`src/rtl/vss_pkg.sv`:
```
package vss_pkg;
   typedef enum logic [1:0] {
      SRC_BLUE  = 2'd0,
      SRC_LIVE  = 2'd1,
      SRC_FLUSH = 2'd2
   } src_state_t;

   localparam int unsigned RGB_W = 24;
endpackage

```
`src/rtl/vss_blue_gen.sv`:
```
module vss_blue_gen #(
   parameter int unsigned DW       = 24,
   parameter int unsigned FRAME_W  = 64,
   parameter int unsigned FRAME_H  = 48,
   parameter logic [23:0] BLUE_RGB = 24'h0000FF
) (
   input  logic          clk,
   input  logic          rst_n,
   input  logic          advance,
   output logic [DW-1:0] pix,
   output logic          first,
   output logic          last
);
   localparam int unsigned XW = (FRAME_W > 1) ? $clog2(FRAME_W) : 1;
   localparam int unsigned YW = (FRAME_H > 1) ? $clog2(FRAME_H) : 1;

   logic x_first, x_last, y_first, y_last;

   generate
      if (FRAME_W < 1 || FRAME_H < 1) begin : g_bad_size
         $error("vss_blue_gen: frame dimensions must be at least 1");
      end
      if (DW < vss_pkg::RGB_W) begin : g_bad_dw
         $error("vss_blue_gen: DW must hold a 24-bit pixel");
      end

      if (FRAME_W > 1) begin : g_col
         logic [XW-1:0] x_q;
         always_ff @(posedge clk) begin
            if (!rst_n)       x_q <= '0;
            else if (advance) x_q <= x_last ? '0 : x_q + 1'b1;
         end
         assign x_first = (x_q == '0);
         assign x_last  = (x_q == XW'(FRAME_W - 1));
      end else begin : g_col_one
         assign x_first = 1'b1;
         assign x_last  = 1'b1;
      end

      if (FRAME_H > 1) begin : g_row
         logic [YW-1:0] y_q;
         always_ff @(posedge clk) begin
            if (!rst_n)                 y_q <= '0;
            else if (advance && x_last) y_q <= y_last ? '0 : y_q + 1'b1;
         end
         assign y_first = (y_q == '0);
         assign y_last  = (y_q == YW'(FRAME_H - 1));
      end else begin : g_row_one
         assign y_first = 1'b1;
         assign y_last  = 1'b1;
      end
   endgenerate

   assign pix   = DW'(BLUE_RGB);
   assign first = x_first && y_first;
   assign last  = x_last && y_last;
endmodule

```
`src/rtl/vss_timeout.sv`:
```
module vss_timeout #(
   parameter int unsigned TW = 20
) (
   input  logic          clk,
   input  logic          rst_n,
   input  logic          arm,
   input  logic          kick,
   input  logic [TW-1:0] limit,
   output logic          expired
);
   logic [TW-1:0] idle_q;

   generate
      if (TW < 2) begin : g_bad_tw
         $error("vss_timeout: TW must be at least 2");
      end
   endgenerate

   always_ff @(posedge clk) begin
      if (!rst_n)              idle_q <= '0;
      else if (!arm || kick)   idle_q <= '0;
      else if (idle_q != '1)   idle_q <= idle_q + 1'b1;
   end

   assign expired = arm && (idle_q >= limit);
endmodule

```
`src/rtl/vss_out_stage.sv`:
```
module vss_out_stage #(
   parameter int unsigned DW = 24
) (
   input  logic          clk,
   input  logic          rst_n,
   input  logic          push,
   input  logic [DW-1:0] in_data,
   input  logic          in_sop,
   input  logic          in_eop,
   input  logic          out_ready,
   output logic          can_load,
   output logic          out_valid,
   output logic [DW-1:0] out_data,
   output logic          out_sop,
   output logic          out_eop
);
   logic          v_q;
   logic [DW-1:0] d_q;
   logic          s_q, e_q;

   assign can_load = !v_q || out_ready;

   always_ff @(posedge clk) begin
      if (!rst_n)        v_q <= 1'b0;
      else if (can_load) v_q <= push;
   end

   always_ff @(posedge clk) begin
      if (!rst_n) begin
         d_q <= '0;
         s_q <= 1'b0;
         e_q <= 1'b0;
      end else if (can_load && push) begin
         d_q <= in_data;
         s_q <= in_sop;
         e_q <= in_eop;
      end
   end

   assign out_valid = v_q;
   assign out_data  = d_q;
   assign out_sop   = s_q;
   assign out_eop   = e_q;
endmodule

```
`src/rtl/vss_switch.sv`:
```
module vss_switch #(
   parameter int unsigned DW       = 24,
   parameter int unsigned TW       = 20,
   parameter int unsigned FRAME_W  = 64,
   parameter int unsigned FRAME_H  = 48,
   parameter logic [23:0] BLUE_RGB = 24'h0000FF
) (
   input  logic          clk,
   input  logic          rst_n,
   input  logic          sel_live,
   input  logic [TW-1:0] timeout_cycles,
   input  logic          live_valid,
   output logic          live_ready,
   input  logic [DW-1:0] live_data,
   input  logic          live_sop,
   input  logic          live_eop,
   output logic          out_valid,
   input  logic          out_ready,
   output logic [DW-1:0] out_data,
   output logic          out_sop,
   output logic          out_eop,
   output logic          src_live,
   output logic          forced_seen
);
   import vss_pkg::*;

   localparam int unsigned FRAME_PIX = FRAME_W * FRAME_H;

   generate
      if (FRAME_PIX < 2) begin : g_bad_frame
         $error("vss_switch: a blue frame needs at least two beats");
      end
   endgenerate

   src_state_t st_q;
   logic in_frame_q, drain_q, forced_q;

   logic          can_load, push;
   logic [DW-1:0] p_data;
   logic          p_sop, p_eop;
   logic [DW-1:0] b_pix;
   logic          b_first, b_last, b_adv;
   logic          ready_c, expired, arm, kick;
   logic          cur_live, take_switch;

   assign cur_live    = (st_q == SRC_LIVE);
   assign take_switch = !in_frame_q && (st_q != SRC_FLUSH) && (sel_live != cur_live);
   assign arm         = cur_live && !sel_live && in_frame_q;
   assign kick        = live_valid && ready_c;

   vss_blue_gen #(
      .DW(DW), .FRAME_W(FRAME_W), .FRAME_H(FRAME_H), .BLUE_RGB(BLUE_RGB)
   ) u_blue (
      .clk(clk), .rst_n(rst_n), .advance(b_adv),
      .pix(b_pix), .first(b_first), .last(b_last)
   );

   vss_timeout #(.TW(TW)) u_tmo (
      .clk(clk), .rst_n(rst_n), .arm(arm), .kick(kick),
      .limit(timeout_cycles), .expired(expired)
   );

   vss_out_stage #(.DW(DW)) u_out (
      .clk(clk), .rst_n(rst_n), .push(push),
      .in_data(p_data), .in_sop(p_sop), .in_eop(p_eop),
      .out_ready(out_ready), .can_load(can_load),
      .out_valid(out_valid), .out_data(out_data),
      .out_sop(out_sop), .out_eop(out_eop)
   );

   always_comb begin
      push    = 1'b0;
      p_data  = b_pix;
      p_sop   = 1'b0;
      p_eop   = 1'b0;
      b_adv   = 1'b0;
      ready_c = 1'b0;
      case (st_q)
         SRC_BLUE: begin
            ready_c = drain_q;
            if (!take_switch && can_load) begin
               push  = 1'b1;
               p_sop = b_first;
               p_eop = b_last;
               b_adv = 1'b1;
            end
         end
         SRC_LIVE: begin
            if (!take_switch && !expired) begin
               ready_c = can_load;
               if (live_valid && can_load && (in_frame_q || live_sop)) begin
                  push   = 1'b1;
                  p_data = live_data;
                  p_sop  = live_sop;
                  p_eop  = live_eop;
               end
            end
         end
         SRC_FLUSH: begin
            ready_c = drain_q;
            if (can_load) begin
               push  = 1'b1;
               p_eop = 1'b1;
            end
         end
         default: ready_c = 1'b0;
      endcase
   end

   always_ff @(posedge clk) begin
      if (!rst_n) begin
         st_q     <= SRC_BLUE;
         forced_q <= 1'b0;
      end else if (take_switch) begin
         st_q <= sel_live ? SRC_LIVE : SRC_BLUE;
      end else if (cur_live && expired) begin
         st_q     <= SRC_FLUSH;
         forced_q <= 1'b1;
      end else if (st_q == SRC_FLUSH && can_load) begin
         st_q <= SRC_BLUE;
      end
   end

   always_ff @(posedge clk) begin
      if (!rst_n)    in_frame_q <= 1'b0;
      else if (push) in_frame_q <= !p_eop;
   end

   always_ff @(posedge clk) begin
      if (!rst_n)                                  drain_q <= 1'b0;
      else if (cur_live && expired)                drain_q <= 1'b1;
      else if (take_switch && sel_live)            drain_q <= 1'b0;
      else if (drain_q && kick && live_eop)        drain_q <= 1'b0;
   end

   assign live_ready  = ready_c;
   assign src_live    = cur_live;
   assign forced_seen = forced_q;
endmodule

```
`config.mk`:
```
export PLATFORM = sky130hd
export DESIGN_NAME = vss_switch
export DESIGN_NICKNAME = d
export VERILOG_FILES = /design/src/rtl/vss_pkg.sv /design/src/rtl/vss_blue_gen.sv /design/src/rtl/vss_timeout.sv /design/src/rtl/vss_out_stage.sv /design/src/rtl/vss_switch.sv
export SDC_FILE = /design/constraint.sdc
export NUM_CORES = 1
export LEC_CHECK = 0
export ABC_AREA = 1
export BUFFER_PORTS_ARGS = -buffer_cell sky130_fd_sc_hd__buf_2
export CORE_ASPECT_RATIO = 0.75
export CORE_MARGIN = 3
export CORE_UTILIZATION = 45
export CTS_CLUSTER_SIZE = 14
export DETAILED_ROUTE_END_ITERATION = 7
export GPL_TIMING_DRIVEN = 0
export HOLD_SLACK_MARGIN = 0.08
export PLACE_DENSITY_LB_ADDON = 0.3
export RECOVER_POWER = 100
export SLEW_MARGIN = 20
export SYNTH_ARGS = -nofsm -noshare
export SYNTH_HDL_FRONTEND = slang
export SYNTH_SLANG_ARGS = --single-unit
```
`constraint.sdc`:
```
create_clock -name clk -period 2.8 [get_ports clk]
set_input_delay 0.56 -clock clk [delete_from_list [all_inputs] [get_ports clk]]
set_output_delay 0.56 -clock clk [all_outputs]
set_load 0.1 [all_outputs]
```
==> impl_metrics.yaml, run 1 <==
status:
  status: "finished clean"
power_and_ir_drop:
  p_sw_frac: 0.395
  seq_power_share: 0.355
  finalPower_mw: 2.92
  powerDensity_nw_per_um2: 677
  vdd_drop_max_mv: 0.361
  combPwrFrac: 0.324
  leakage_nw: 2.01
  p_int_mw: 1.77
  p_clk_frac: 0.321
  p_switching_mw: 1.15
sta:
  finClkSkew_ns: 0.00739
  tightest_slew_ns: 1.19
  rsz0062_at_grt: "false"
  slew_violations: 0
  timing.final.crit_share: 0.937
  layout_min_cycle_time_ns: 2.62
  setup_viol: 0
  slew_headroom: 0.210
  max_freq_mhz: 381
  hold_violations: 0
floorplanning:
  core_um2: 7530
  rows: 27
  start_util: 0.477
  io_pins: 81
  die_w_um: 109
  die_y_um: 83.4
  die_area_um2: 9110
setup_path:
  path_common_cell: "nand2_1"
  critical_path_class: "flip-flop to output pin"
  reg2reg_to: "u_out.out_data[9]$_SDFFE_PN0P_"
  ff2ff_setup_slack_ns: 0.28
  arrival_ns: 2.06
  critical_path.max_stage_delay_ns: 0.35
  required_ns: 2.24
  cp_max_fo: 5
  path_cells: "ha_1, nand2_1, nor2_1, nand2_1, nor2_1, nand2_1, nand4_2, nand2_2, nand3_1, nand2_2, buf_8"
  critPathSlowestCell: "dfxtp_2"
  rr_worst_depth: 12
  end_kind: "output pin"
  setup.worst_path.start_class: "flip-flop"
  rr_startpoint: "st_q[0]$_SDFFE_PN0P_"
cts:
  numCtsBuffers: 9
  clk_latency_ns: 0.33
  cts_buffer_depth: 2
  cts_hold_buf: 0
  cts-htree-levels: 3
  cts.sinks: 64
  post-cts-setup-buffers: 0
  tritoncts: "done"
  clock-root-buffer: "clkbuf_8"
  clk_pin_slew_ns: 0.07
worst_hold_path:
  worst_hold_startpoint: "forced_seen$_SDFFE_PN0P_"
  min_path_type: "flip-flop to flip-flop"
  min_to: "forced_seen$_SDFFE_PN0P_"
  hold_depth: 2
logic_synthesis:
  yosys-top-cells-area: "dfxtp_1 (36%), nand2_1 (13%), nor2_1 (11%)"
  yosysUniqueCellTypes: 35
  synthCells: 518
  syn-num-nets: 595
  yosysSeqAreaShare: 0.356
  synth_top_area_cell: "dfxtp_1"
  synthesis.area_um2: 3590
  yosys_warnings: 0
  synth_top_area_frac: 0.356
  avgSynthCellArea_um2: 6.94
  synth.ff_latch_count: 64
global_routing:
  track_usage: 0.188
  grt_pass1_vias: 3127
  overflow: 0
  antenna_found_initial: 0
  grt_pass1_wl_um: 14000
  grt_max_degree: 11
place:
  hpwlAfterDp_um: 6550
  gp_congestion: 0.865
  port_buffers: 79
  place_inst: 698
cells_and_area:
  most-common-layout-cells: "nand2_1 (125), nor2_1 (102), inv_1 (64)"
  drive_gt1_frac: 0.165
  seq_area_um2: 1280
  fin_nets: 685
  multiInputGateArea_um2: 1960
  n_antenna_cell: 0
  final.fill_count: 731
  final_common_cell: "nand2_1"
  instances_no_fill: 713
  area_delta_synth_final_pct: 19.8
routing:
  drcViolationCount: 0
  ant_nets: 0
  initialDrtViolationCount: 189
  vias: 3424
  routedWlPerCell_um: 11.6
  drt-total-wl_um: 8280
  vias_per_cell: 4.80
  drt-pass1-iter-count: 4
run:
  maxCapViolations: 0
## Yosys cell counts
cell type	count
nand2_1	126
nor2_1	101
dfxtp_1	64
inv_1	63
ha_1	26
a21oi_1	23
nand3_1	21
xor2_1	12
o21ai_0	11
nor2_2	9
nor3_1	9
buf_2	6
nand4_1	6
xnor2_1	6
buf_6	5
nand2_2	4
inv_2	3
nor3_2	3
nor4_1	3
nand3b_1	2
a211oi_1	1
a21o_1	1
a21oi_2	1
and3_1	1
clkbuf_1	1
nand2_4	1
nand4_2	1
nand4_4	1
nor2_4	1
nor3_4	1
nor3b_1	1
o211ai_1	1
o21a_1	1
o21ai_1	1
o21bai_1	1
## worst max path at each step
stage,from,endpoint,slack (ns)
after floorplan,st_q[0]$_SDFFE_PN0P_,u_tmo.idle_q[16]$_SDFFE_PP0P_,0.15
after global placement,timeout_cycles[19],live_ready,-0.05
after detailed placement,timeout_cycles[19],live_ready,-0.06
after CTS,u_tmo.idle_q[15]$_SDFFE_PP0P_,live_ready,0.02
after global routing,u_tmo.idle_q[13]$_SDFFE_PP0P_,live_ready,0.009
final,u_tmo.idle_q[15]$_SDFFE_PP0P_,live_ready,0.18
## what timing repair did
action | in CTS | in global routing
endpoints found under the setup margin | 1 | 1
gates resized for setup | 1 | 6
endpoints found under the hold margin | 0 | 0
## per-layer routing
| layer | wire length (um) | vias up | global-route usage |
|---|---|---|---|
| li1 | - | 1804 | - |
| met4 | 46 | 0 | 0.0476 |
| met1 | 4060 | 1528 | 0.265 |
| met2 | 3670 | 87 | 0.286 |
| met5 | 0 | - | 0 |
| met3 | 508 | 5 | 0.0497 |
## stage by stage
step           instance area [um2]  hold slack (ns)  setup TNS (ns)  utilization  worst slack [ns]
2_1_floorplan                 3600            0.458               0            -             0.154
3_3_place_gp                  4120            0.458         -0.0505        0.547           -0.0505
3_5_place_dp                  4120            0.459         -0.0628        0.547           -0.0628
4_1_cts                       4370            0.464               0        0.579            0.0170
5_1_grt                       4310            0.489               0        0.572           0.00933
6_report                      4310            0.475               0        0.572             0.178
## flip-flops by register name, summed over array words and instances, names as in the netlist
name,flops
u_out.out_sop,1
st_q,2
u_tmo.idle_q,20
u_blue.g_row.y_q,6
u_out.out_data,24
drain_q,1
u_out.out_eop,1
forced_seen,1
u_out.out_valid,1
in_frame_q,1
u_blue.g_col.x_q,6
## power groups by stage
stage                     clock, mW  sequential [mW]  combinational [mW]
final                         0.936             1.04               0.945
after floorplan                   0             1.53               0.329
after CTS                     0.955             1.03               0.985
after global placement            0             1.05               0.966
after global routing          0.996             1.05                1.02
after detailed placement          0             1.05               0.982
## cells by family (layout without fill, tap and decap cells)
logic type      after synthesis  in the layout  share of synthesized area
compound gates               41             41                     0.0616
xor+xnor                     18             18                     0.0439
fa+ha+maj                    26             26                     0.0905
buf+inv                      78            172                     0.0940
flops                        64             64                      0.356
simple gates                291            291                      0.354
## worst max-delay path, delay by kind of cell, from the launching register on
kind	cells	cell delay (ns)
DFF	1	0.35
and+or+nand+nor	9	0.90
buffers and inverters	1	0.18
adders and majority gates	1	0.29
## cell type report
cell class                 count  area share
inverter                      66      0.0575
clock buffer                  13      0.0415
multi-input combinational    376       0.456
buffer                        12      0.0177
timing repair buffer          79      0.0857
clock inverter                 2      0.0139
sequential                    64       0.298
tap                          101      0.0293
No activity file was read; power rests on OpenSTA's default activity.
==> inputs of run 2 (changes only) <==
--- a/config.mk
+++ b/config.mk
@@ -6,12 +6,13 @@
 export NUM_CORES = 1
 export LEC_CHECK = 0
 export ABC_AREA = 1
-export BUFFER_PORTS_ARGS = -buffer_cell sky130_fd_sc_hd__buf_2
 export CORE_ASPECT_RATIO = 0.75
 export CORE_MARGIN = 3
 export CORE_UTILIZATION = 45
 export CTS_CLUSTER_SIZE = 14
 export DETAILED_ROUTE_END_ITERATION = 7
+export DONT_BUFFER_PORTS = 1
+export GPL_ROUTABILITY_DRIVEN = 0
 export GPL_TIMING_DRIVEN = 0
 export HOLD_SLACK_MARGIN = 0.08
 export PLACE_DENSITY_LB_ADDON = 0.3
==> run 2 against run 1 <==
  * Flip-flop and latch count unchanged
  * Design area decreased by 7.0%
  * Clock skew grew 0.00051 ns
  * Critical path type unchanged
  * Critical path depth shrank 4
  * Sequential power rose by 46%
  * Hold slack lost 0.081 ns
  * Register-to-register slack got worse by 0.15 ns
  * Combinational power is 55% lower
  * Count of clock-buffer cells in the layout decreased by 2
  * Global-route usage shrank 0.60 points
  * Critical endpoint unchanged
  * Die area did not move
  * Clock power shrank 15%
==> impl_metrics.yaml, run 2 (synthesis gave the netlist of run 1 again) <==
power_and_ir_drop:
  vdd_drop_max_mv: 0.405
  p_clk_frac: 0.291
  p_switching_mw: 1.17
  leakage_nw: 1.78
  p_sw_frac: 0.425
  combPwrFrac: 0.154
  powerDensity_nw_per_um2: 686
  seq_power_share: 0.555
  finalPower_mw: 2.75
  p_int_mw: 1.58
cts:
  cts-htree-levels: 3
  numCtsBuffers: 9
  clock-root-buffer: "clkbuf_8"
  cts_buffer_depth: 2
  clk_pin_slew_ns: 0.07
  cts.sinks: 64
  tritoncts: "done"
  clk_latency_ns: 0.34
sta:
  slew_violations: 0
  layout_min_cycle_time_ns: 2.72
  rsz0062_at_grt: "false"
  setup_slack_ns: 0.0843
  setup_viol: 0
  hold_violations: 0
  tightest_slew_ns: 1.02
  max_freq_mhz: 368
  finClkSkew_ns: 0.00790
  timing.final.crit_share: 0.970
  slew_headroom: 0.319
setup_path:
  path_cells: "inv_2, nor2_4, ha_4, nor3_4, inv_2, nand3_4, nand2_8"
  cp_max_fo: 7
  path_common_cell: "inv_2"
  ff2ff_setup_slack_ns: 0.13
  rr_startpoint: "st_q[0]$_SDFFE_PN0P_"
  arrival_ns: 2.16
  rr_worst_depth: 13
  required_ns: 2.24
  critPathTopFamily: "simple AND/OR/NAND/NOR gates"
  critPathSlowestCell: "nor2_4"
  end_kind: "output pin"
  critical_path_class: "flip-flop to output pin"
  reg2reg_to: "u_out.out_data[20]$_SDFFE_PN0P_"
  setup.worst_path.start_class: "flip-flop"
  critical_path.max_stage_delay_ns: 0.61
  critPathBufInv: 2
global_routing:
  grt_pass1_vias: 2924
  grt_pass1_wl_um: 13500
  track_usage: 0.182
  antenna_found_initial: 0
  grt_max_degree: 12
  overflow: 0
cells_and_area:
  instances_no_fill: 639
  most-common-layout-cells: "nand2_1 (125), nor2_1 (100), inv_1 (62), dfxtp_1 (62), ha_1 (25)"
  largest_register_ffs: 24
  drive_gt1_frac: 0.108
  final_common_cell: "nand2_1"
  fin_nets: 610
  area_delta_synth_final_pct: 11.4
  n_antenna_cell: 0
  final_cell_area_um2: 4010
routing:
  drcViolationCount: 0
  vias: 3209
  initialDrtViolationCount: 187
  vias_per_cell: 5.02
  drt-pass1-iter-count: 5
  routedWlPerCell_um: 12.8
  ant_nets: 0
  drt-total-wl_um: 8190
run:
  maxCapViolations: 0
status:
  status: "finished clean"
worst_hold_path:
  worst_hold_startpoint: "live_data[7]"
  min_to: "u_out.out_data[7]$_SDFFE_PN0P_"
  min_path_type: "primary input to flip-flop"
  hold_depth: 2
floorplanning:
  rows: 27
  die_y_um: 83.4
  die_w_um: 109
  start_util: 0.477
  io_pins: 81
  die_area_um2: 9110
  core_um2: 7530
place:
  hpwlAfterDp_um: 6380
  port_buffers: 0
  detailed_place.area_um2: 3730
  place_ws_ns: -0.214
  place_inst: 619
[run 2: cell count changes in the layout (fill, tap and decap cells not counted), sizes merged]
cell,before,now
clkbuf,45,16
bufinv,2,1
buf,59,11
clkinv,0,3
clkinvlp,0,1
[run 2: metrics by stage]
step | setup TNS (ns) | hold WS (ns) | utilization
3_3_place_gp | -0.843 | 0.472 | 0.495
4_1_cts | 0 | 0.382 | 0.531
2_1_floorplan | 0 | 0.458 | -
3_5_place_dp | -2.74 | 0.488 | 0.495
6_report | 0 | 0.394 | 0.532
5_1_grt | 0 | 0.398 | 0.532
[run 2: power by group through the flow]
stage | logic (mW) | clock network [mW] | registers, mW
floorplan | 0.329 | 0 | 1.53
global placement | 0.380 | 0 | 1.54
detailed placement | 0.397 | 0 | 1.55
CTS | 0.425 | 0.816 | 1.53
global route | 0.483 | 0.871 | 1.53
finish | 0.423 | 0.800 | 1.52
[run 2: repair_timing]
item | in CTS | in global routing
pin swaps | 3 | 4
resized for setup | 8 | 4
buffers inserted | 4 | 0
hold buffers | 0 | 0
setup endpoints to repair | 42 | 27
[run 2: worst max-delay path by stage]
| stage | from | endpoint | slack (ns) | cells after the start |
|---|---|---|---|---|
| 3_3_place_gp | st_q[0]$_SDFFE_PN0P_ | u_tmo.idle_q[16]$_SDFFE_PP0P_ | -0.07 | 11 |
| 4_1_cts | st_q[0]$_SDFFE_PN0P_ | live_ready | 0.01 | 7 |
| 6_report | st_q[0]$_SDFFE_PN0P_ | live_ready | 0.08 | 7 |
| 3_5_place_dp | st_q[0]$_SDFFE_PN0P_ | u_tmo.idle_q[16]$_SDFFE_PP0P_ | -0.21 | 11 |
| 5_1_grt | st_q[0]$_SDFFE_PN0P_ | u_out.out_data[22]$_SDFFE_PN0P_ | 0.02 | 13 |
| 2_1_floorplan | st_q[0]$_SDFFE_PN0P_ | u_tmo.idle_q[16]$_SDFFE_PP0P_ | 0.15 | 11 |
[run 2: area by class of cell]
type	instances	area (um2)
fill	732	3530
multi-input combinational	376	2040
sequential	64	1280
inverter	66	250
clock buffer	11	141
tap	101	126
buffer	12	82.6
clock inverter	5	56.3
timing repair buffer	4	26.3
[run 2: worst reg2reg max path: cells and delay by family (launching register included)]
kind	cells	cell delay, ns
buffers and inverters	5	0.57
adders and majority gates	1	0.31
AOI/OAI and AO/OA	1	0.17
DFF	1	0.34
and+or+nand+nor	6	1.19
[run 2: per-layer routing]
metal	global-route usage	vias to the layer above	part of all wire
li1	-	1653	-
met2	0.283	82	0.44
met5	0	-	0
met3	0.0606	8	0.068
met1	0.251	1466	0.48
met4	0.0272	0	0.0076
